--- src/rtl/wbs_pkg.sv ---
package wbs_pkg;
   parameter int WBS_IN_W   = 9;
   parameter int WBS_LUMA_W = 8;
   parameter int WBS_SUM_W  = 24;
   parameter int WBS_CNT_W  = 20;
endpackage

--- src/rtl/wbs_axis_xform.sv ---
module wbs_axis_xform #(
   parameter int IN_W = 9,
   localparam int AX_W = IN_W + 1
) (
   input  logic signed [IN_W-1:0] ry,
   input  logic signed [IN_W-1:0] by,
   output logic signed [AX_W-1:0] rb_axis,
   output logic signed [AX_W-1:0] mg_axis
);
   logic signed [AX_W-1:0] pair_sum;
   logic signed [AX_W:0]   neg_sum;
   logic signed [AX_W:0]   neg_half;

   always_comb begin
      rb_axis  = AX_W'(ry) - AX_W'(by);
      pair_sum = AX_W'(ry) + AX_W'(by);
      neg_sum  = -((AX_W+1)'(pair_sum));
      neg_half = neg_sum >>> 1;
      mg_axis  = neg_half[AX_W-1:0];
   end
endmodule

--- src/rtl/wbs_white_gate.sv ---
module wbs_white_gate #(
   parameter int AX_W   = 10,
   parameter int LUMA_W = 8
) (
   input  logic signed [AX_W-1:0]   rb_axis,
   input  logic signed [AX_W-1:0]   mg_axis,
   input  logic        [AX_W-1:0]   rb_lim,
   input  logic        [AX_W-1:0]   mg_lim,
   input  logic        [LUMA_W-1:0] luma,
   input  logic        [LUMA_W-1:0] floor_lvl,
   output logic                     is_white
);
   logic signed [AX_W:0] rb_ext, mg_ext;
   logic        [AX_W:0] rb_mag, mg_mag;

   always_comb begin
      rb_ext = (AX_W+1)'(rb_axis);
      mg_ext = (AX_W+1)'(mg_axis);
      rb_mag = $unsigned(rb_ext[AX_W] ? -rb_ext : rb_ext);
      mg_mag = $unsigned(mg_ext[AX_W] ? -mg_ext : mg_ext);
      is_white = (rb_mag <= {1'b0, rb_lim}) &&
                 (mg_mag <= {1'b0, mg_lim}) &&
                 (luma > floor_lvl);
   end
endmodule

--- src/rtl/wbs_sat_acc.sv ---
module wbs_sat_acc #(
   parameter int ACC_W    = 24,
   parameter int DIN_W    = 10,
   parameter bit SATURATE = 1'b1,
   localparam int EXT_W   = ACC_W + 1
) (
   input  logic                    clk,
   input  logic                    rst_n,
   input  logic                    restart,
   input  logic                    add_en,
   input  logic signed [DIN_W-1:0] din,
   output logic signed [ACC_W-1:0] acc
);
   localparam logic signed [ACC_W-1:0] ACC_MAX = {1'b0, {(ACC_W-1){1'b1}}};
   localparam logic signed [ACC_W-1:0] ACC_MIN = {1'b1, {(ACC_W-1){1'b0}}};

   generate
      if (DIN_W >= ACC_W) begin : g_bad_width
         $error("wbs_sat_acc: accumulator must be wider than its input");
      end
   endgenerate

   logic signed [ACC_W-1:0] acc_q, acc_next, add_res;
   logic signed [EXT_W-1:0] sum_ext;

   always_comb sum_ext = EXT_W'(acc_q) + EXT_W'(din);

   generate
      if (SATURATE) begin : g_sat
         always_comb begin
            if (sum_ext[EXT_W-1] != sum_ext[EXT_W-2])
               add_res = sum_ext[EXT_W-1] ? ACC_MIN : ACC_MAX;
            else
               add_res = sum_ext[ACC_W-1:0];
         end
      end else begin : g_wrap
         always_comb add_res = sum_ext[ACC_W-1:0];
      end
   endgenerate

   always_comb begin
      if (restart)
         acc_next = add_en ? ACC_W'(din) : '0;
      else if (add_en)
         acc_next = add_res;
      else
         acc_next = acc_q;
   end

   always_ff @(posedge clk or negedge rst_n) begin
      if (!rst_n) acc_q <= '0;
      else        acc_q <= acc_next;
   end

   assign acc = acc_q;
endmodule

--- src/rtl/wb_stat_accum.sv ---
module wb_stat_accum #(
   parameter int IN_W   = wbs_pkg::WBS_IN_W,
   parameter int LUMA_W = wbs_pkg::WBS_LUMA_W,
   parameter int SUM_W  = wbs_pkg::WBS_SUM_W,
   parameter int CNT_W  = wbs_pkg::WBS_CNT_W,
   localparam int AX_W  = IN_W + 1
) (
   input  logic                     clk,
   input  logic                     rst_n,
   input  logic                     frame_start,
   input  logic                     sample_valid,
   input  logic signed [IN_W-1:0]   ry_in,
   input  logic signed [IN_W-1:0]   by_in,
   input  logic        [LUMA_W-1:0] luma_in,
   input  logic        [AX_W-1:0]   rb_limit,
   input  logic        [AX_W-1:0]   mg_limit,
   input  logic        [LUMA_W-1:0] luma_floor,
   output logic signed [SUM_W-1:0]  res_rb,
   output logic signed [SUM_W-1:0]  res_mg,
   output logic        [CNT_W-1:0]  res_count
);
   generate
      if (IN_W < 2 || CNT_W < 1 || SUM_W <= AX_W) begin : g_bad_cfg
         $error("wb_stat_accum: inconsistent width parameters");
      end
   endgenerate

   logic signed [AX_W-1:0]  rb_val, mg_val;
   logic                    white;
   logic                    take;
   logic signed [SUM_W-1:0] acc_rb, acc_mg;
   logic        [CNT_W-1:0] cnt_q;

   wbs_axis_xform #(.IN_W(IN_W)) u_xform (
      .ry(ry_in), .by(by_in), .rb_axis(rb_val), .mg_axis(mg_val)
   );

   wbs_white_gate #(.AX_W(AX_W), .LUMA_W(LUMA_W)) u_gate (
      .rb_axis(rb_val), .mg_axis(mg_val), .rb_lim(rb_limit), .mg_lim(mg_limit),
      .luma(luma_in), .floor_lvl(luma_floor), .is_white(white)
   );

   assign take = sample_valid & white;

   wbs_sat_acc #(.ACC_W(SUM_W), .DIN_W(AX_W), .SATURATE(1'b1)) u_acc_rb (
      .clk(clk), .rst_n(rst_n), .restart(frame_start), .add_en(take),
      .din(rb_val), .acc(acc_rb)
   );

   wbs_sat_acc #(.ACC_W(SUM_W), .DIN_W(AX_W), .SATURATE(1'b1)) u_acc_mg (
      .clk(clk), .rst_n(rst_n), .restart(frame_start), .add_en(take),
      .din(mg_val), .acc(acc_mg)
   );

   always_ff @(posedge clk or negedge rst_n) begin
      if (!rst_n)
         cnt_q <= '0;
      else if (frame_start)
         cnt_q <= take ? CNT_W'(1) : '0;
      else if (take && cnt_q != '1)
         cnt_q <= cnt_q + 1'b1;
   end

   always_ff @(posedge clk or negedge rst_n) begin
      if (!rst_n) begin
         res_rb    <= '0;
         res_mg    <= '0;
         res_count <= '0;
      end else if (frame_start) begin
         res_rb    <= acc_rb;
         res_mg    <= acc_mg;
         res_count <= cnt_q;
      end
   end
endmodule

--- config.mk ---
export PLATFORM = sky130hd
export DESIGN_NAME = wb_stat_accum
export DESIGN_NICKNAME = d
export VERILOG_FILES = /design/src/rtl/wbs_pkg.sv /design/src/rtl/wbs_axis_xform.sv /design/src/rtl/wbs_white_gate.sv /design/src/rtl/wbs_sat_acc.sv /design/src/rtl/wb_stat_accum.sv
export SDC_FILE = /design/constraint.sdc
export NUM_CORES = 1
export LEC_CHECK = 0
export BUFFER_PORTS_ARGS = -buffer_cell sky130_fd_sc_hd__buf_2
export CAP_MARGIN = 20
export CELL_PAD_IN_SITES_DETAIL_PLACEMENT = 1
export CELL_PAD_IN_SITES_GLOBAL_PLACEMENT = 1
export CORE_MARGIN = 8
export CORE_UTILIZATION = 40
export DETAILED_ROUTE_END_ITERATION = 12
export PLACE_DENSITY = 0.77
export RECOVER_POWER = 25
export REMOVE_ABC_BUFFERS = 1
export SYNTH_ARGS = -nofsm -noshare
export SYNTH_HDL_FRONTEND = slang
export SYNTH_SLANG_ARGS = --single-unit
--- constraint.sdc ---
create_clock -name clk -period 3.9 [get_ports clk]
set_clock_uncertainty 0.15 [all_clocks]
set_input_delay 0 -clock clk [delete_from_list [all_inputs] [get_ports clk]]
set_output_delay 0 -clock clk [all_outputs]
set_load 0.01 [all_outputs]
==> impl_metrics.env <==
export IMPL_status="finished with violations"
export IMPL_violations="capacitance limit, slew limit, setup timing"
export IMPL_via_per_inst=6.17
export IMPL_critical_path_max_fanout=15
export IMPL_finalCriticalPeriod_ns=4.57
export IMPL_timing_slew_headroom=-0.208
export IMPL_powerDensity_mw_per_mm2=667
export IMPL_drt_initial_drc_count=895
export IMPL_cp_required_ns=4.07
export IMPL_worstPathArrival_ns=4.74
export IMPL_clockBufferDepth=2
export IMPL_cts_made_buffers=17
export IMPL_avgSynthCellArea_um2=9.65
export IMPL_wl_per_cell_um=26.7
export IMPL_synth_compound_area_frac=0.201
export IMPL_grt_pass1_vias=11900
export IMPL_multi_input_area_mm2=0.00682
export IMPL_area_growth_pct=48.3
export IMPL_hold_path_class="input pin to register"
export IMPL_ff2ff_setup_slack_ns=-0.24
export IMPL_setup_violations=68
export IMPL_cts_htree_levels=4
export IMPL_ys_seq_area_frac=0.344
export IMPL_first_pass_iters=7
export IMPL_clk_insertion_delay_late_ns=0.45
export IMPL_cts_clk_slew_worst_paths_ns=0.06
export IMPL_cts_tree="yes"
export IMPL_port_buffers=125
export IMPL_antenna_cells=0
export IMPL_clock_sinks=136
export IMPL_regArea_mm2=0.00340
export IMPL_die_area_mm2=0.0300
export IMPL_pin_count=126
export IMPL_netlist_area_mm2=0.00990
export IMPL_synth_simple_gate_area_frac=0.115
export IMPL_setup_ws_ns=-0.671
export IMPL_drc=0
export IMPL_start_util=0.407
export IMPL_synth_most_common_cell="dfrtp_1"
export IMPL_place_gp_congestion=0.852
export IMPL_synth_seq_cells=136
export IMPL_utilization=0.604
export IMPL_die_x_um=173
export IMPL_grt_overflow_total=0
export IMPL_grt_pass1_wl_um=67300
export IMPL_synthMuxAreaShare=0.0805
export IMPL_p_leak_uw=0.00761
export IMPL_ys_warn_count=0
export IMPL_antenna_found_initial=0
export IMPL_synth_common_cells="dfrtp_1 (136), ha_1 (104), inv_1 (80)"
export IMPL_cp_start_kind="input pin"
export IMPL_core_area_mm2=0.0243
export IMPL_p_total_uw=9790
export IMPL_synthCells=1026
export IMPL_grt_total_usage=0.280
export IMPL_final_period_utilization=1.17
export IMPL_die_y_um=173
export IMPL_finalHoldViolations=0
export IMPL_worstMarginPinSlew_ns=1.81
export IMPL_fmax_mhz=219
export IMPL_finalMaxSlewViolations=68
export IMPL_synth_adder_area_share=0.142
export IMPL_finalWirelength_um=47300
export IMPL_synthXorXnorAreaFrac=0.0727
export IMPL_cts_root_buf="clkbuf_16"
export IMPL_yosysTopAreaCellShare=0.344
export IMPL_synthTopCellsByArea="dfrtp_1 (34%), ha_1 (13%), mux2_2 (7.8%), xnor2_1 (4.6%), a21oi_1 (3.6%)"
export IMPL_ys_flop_type="dfrtp_1"
export IMPL_fillCellCount=2635
export IMPL_async_flop_share=1.00
export IMPL_synth_top_area_cell="dfrtp_1"
export IMPL_grt_max_degree=68
export IMPL_hpwl_um=24800
export IMPL_synth_top_family_by_area="compound AO/OA/AOI/OAI gates"
export IMPL_antenna_left=0
export IMPL_rsz0062_at_grt="yes"
export IMPL_ys_types=77
export IMPL_drive_gt1_frac=0.453
export IMPL_final_nets=1604
export IMPL_worst_setup_path_type="input pin to register"
export IMPL_rows=57
export IMPL_synth_edf_count=0
export IMPL_ir_drop_mv=0.370
export IMPL_maxCapViolCount=1
export IMPL_vias=11000
export IMPL_critPathCaptureType="register"
layout by cell type (no fill, tap or decap), drive strengths merged, types with 5 or more instances in the layout:
master and instances:
a211oi 14, nor2b 5, a22oi 5, dfrtp 136, ha 104, o21bai 13, clkinv 5, o21a 10
xnor2 53, a21oi 74, a31oi 15, nand3 38, nor2 55, inv 88, nor3 22, mux2 69
nand4 8, a21o 29, o311ai 5, xor2 27, a221o 13, o211ai 29, clkbuf 21, nand2 66
o21ai 42, buf 417, and3 24
final timing paths:
kind / startpoint / end / cells after the start
setup / recovery: by_in[1] / u_acc_rb.acc[17] / 25
hold / removal: ry_in[0] / u_acc_rb.acc[0] / 6
setup reg to reg: u_acc_rb.acc[0] / u_acc_rb.acc[14] / 12
hold reg to reg: res_count[11] / res_count[11] / 1
max in group asynchronous: rst_n / cnt_q[14] / 3
min in group asynchronous: rst_n / res_count[15] / 2
per-stage QoR:
| step | hold WS [ns] | setup TNS, ns | std cells | cell area (um^2) | setup slack (ns) |
|---|---|---|---|---|---|
| after floorplan | -0.446 | -58.45 | 994 | 9750 | -1.22 |
| after global placement | -0.109 | -66.57 | 1687 | 12600 | -1.20 |
| after detailed placement | -0.103 | -80.11 | 1687 | 12600 | -1.44 |
| after CTS | 0.00665 | -13.61 | 1760 | 14200 | -0.302 |
| after global routing | 0.201 | -45.09 | 1775 | 14700 | -0.801 |
| final | 0.182 | -36.81 | 1775 | 14700 | -0.671 |
cells by family after synthesis:
| logic type | Yosys count |
|---|---|
| AOI/OAI and AO/OA | 280 |
| and+or+nand+nor | 236 |
| DFF | 136 |
| buffers and inverters | 113 |
| adders and majority gates | 110 |
| xor gates and xnor gates | 80 |
| muxes | 71 |
area by class of cell:
| class | count | share of cell area |
|---|---|---|
| Clock buffer | 17 | 0.0290 |
| Clock inverter | 15 | 0.0112 |
| Inverter | 81 | 0.0221 |
| Multi-Input combinational cell | 779 | 0.464 |
| Sequential cell | 136 | 0.232 |
| Tap cell | 324 | 0.0276 |
| Timing Repair Buffer | 423 | 0.214 |
where the power goes:
part	switching [uW]	leakage [uW]	total [uW]	internal [uW]
Clock	746	0.000291	1700	956
Combinational	3240	0.00548	5920	2680
Sequential	386	0.00183	2170	1780
Total	4370	0.00761	9790	5420
routing by layer:
layer  wire [um]  up-vias  track usage  share of wire
li1            -     4571            -              -
met1       17100     5415        0.303           0.36
met4        3940        0        0.163          0.083
met5           0        -            0              0
met3        3080      301       0.0542          0.065
met2       23200      663        0.500           0.49
worst max-delay path: stages:
cell	delay, ns
buf_8	0.10
inv_4	0.05
ha_4	0.20
buf_4	0.13
nor2b_1	0.13
o21a_1	0.20
o21ai_2	0.14
a21oi_2	0.09
o41a_1	0.38
nand2_1	0.12
a22oi_2	0.08
inv_2	0.09
buf_4	0.26
ha_1	0.37
a21o_1	0.24
a21oi_1	0.27
o21ai_0	0.15
a311o_1	0.41
a211o_1	0.37
mux2i_4	0.21
nor2_4	0.08
buf_4	0.14
buf_6	0.11
buf_6	0.12
a221o_1	0.28
timing repair:
action,in CTS,in global routing
setup endpoints to repair,68,68
setup buffers,35,17
hold endpoints to repair,76,0
pin swaps,64,53
resized for setup,137,71
hold buffers,2,0
cloned,5,2
sequential cells by signal, indices dropped and copies added (netlist names):
| signal | flops |
|---|---|
| u_acc_mg.acc | 24 |
| res_count | 20 |
| cnt_q | 20 |
| u_acc_rb.acc | 24 |
| res_rb | 24 |
| res_mg | 24 |
Power figures use the tool's default switching activity.
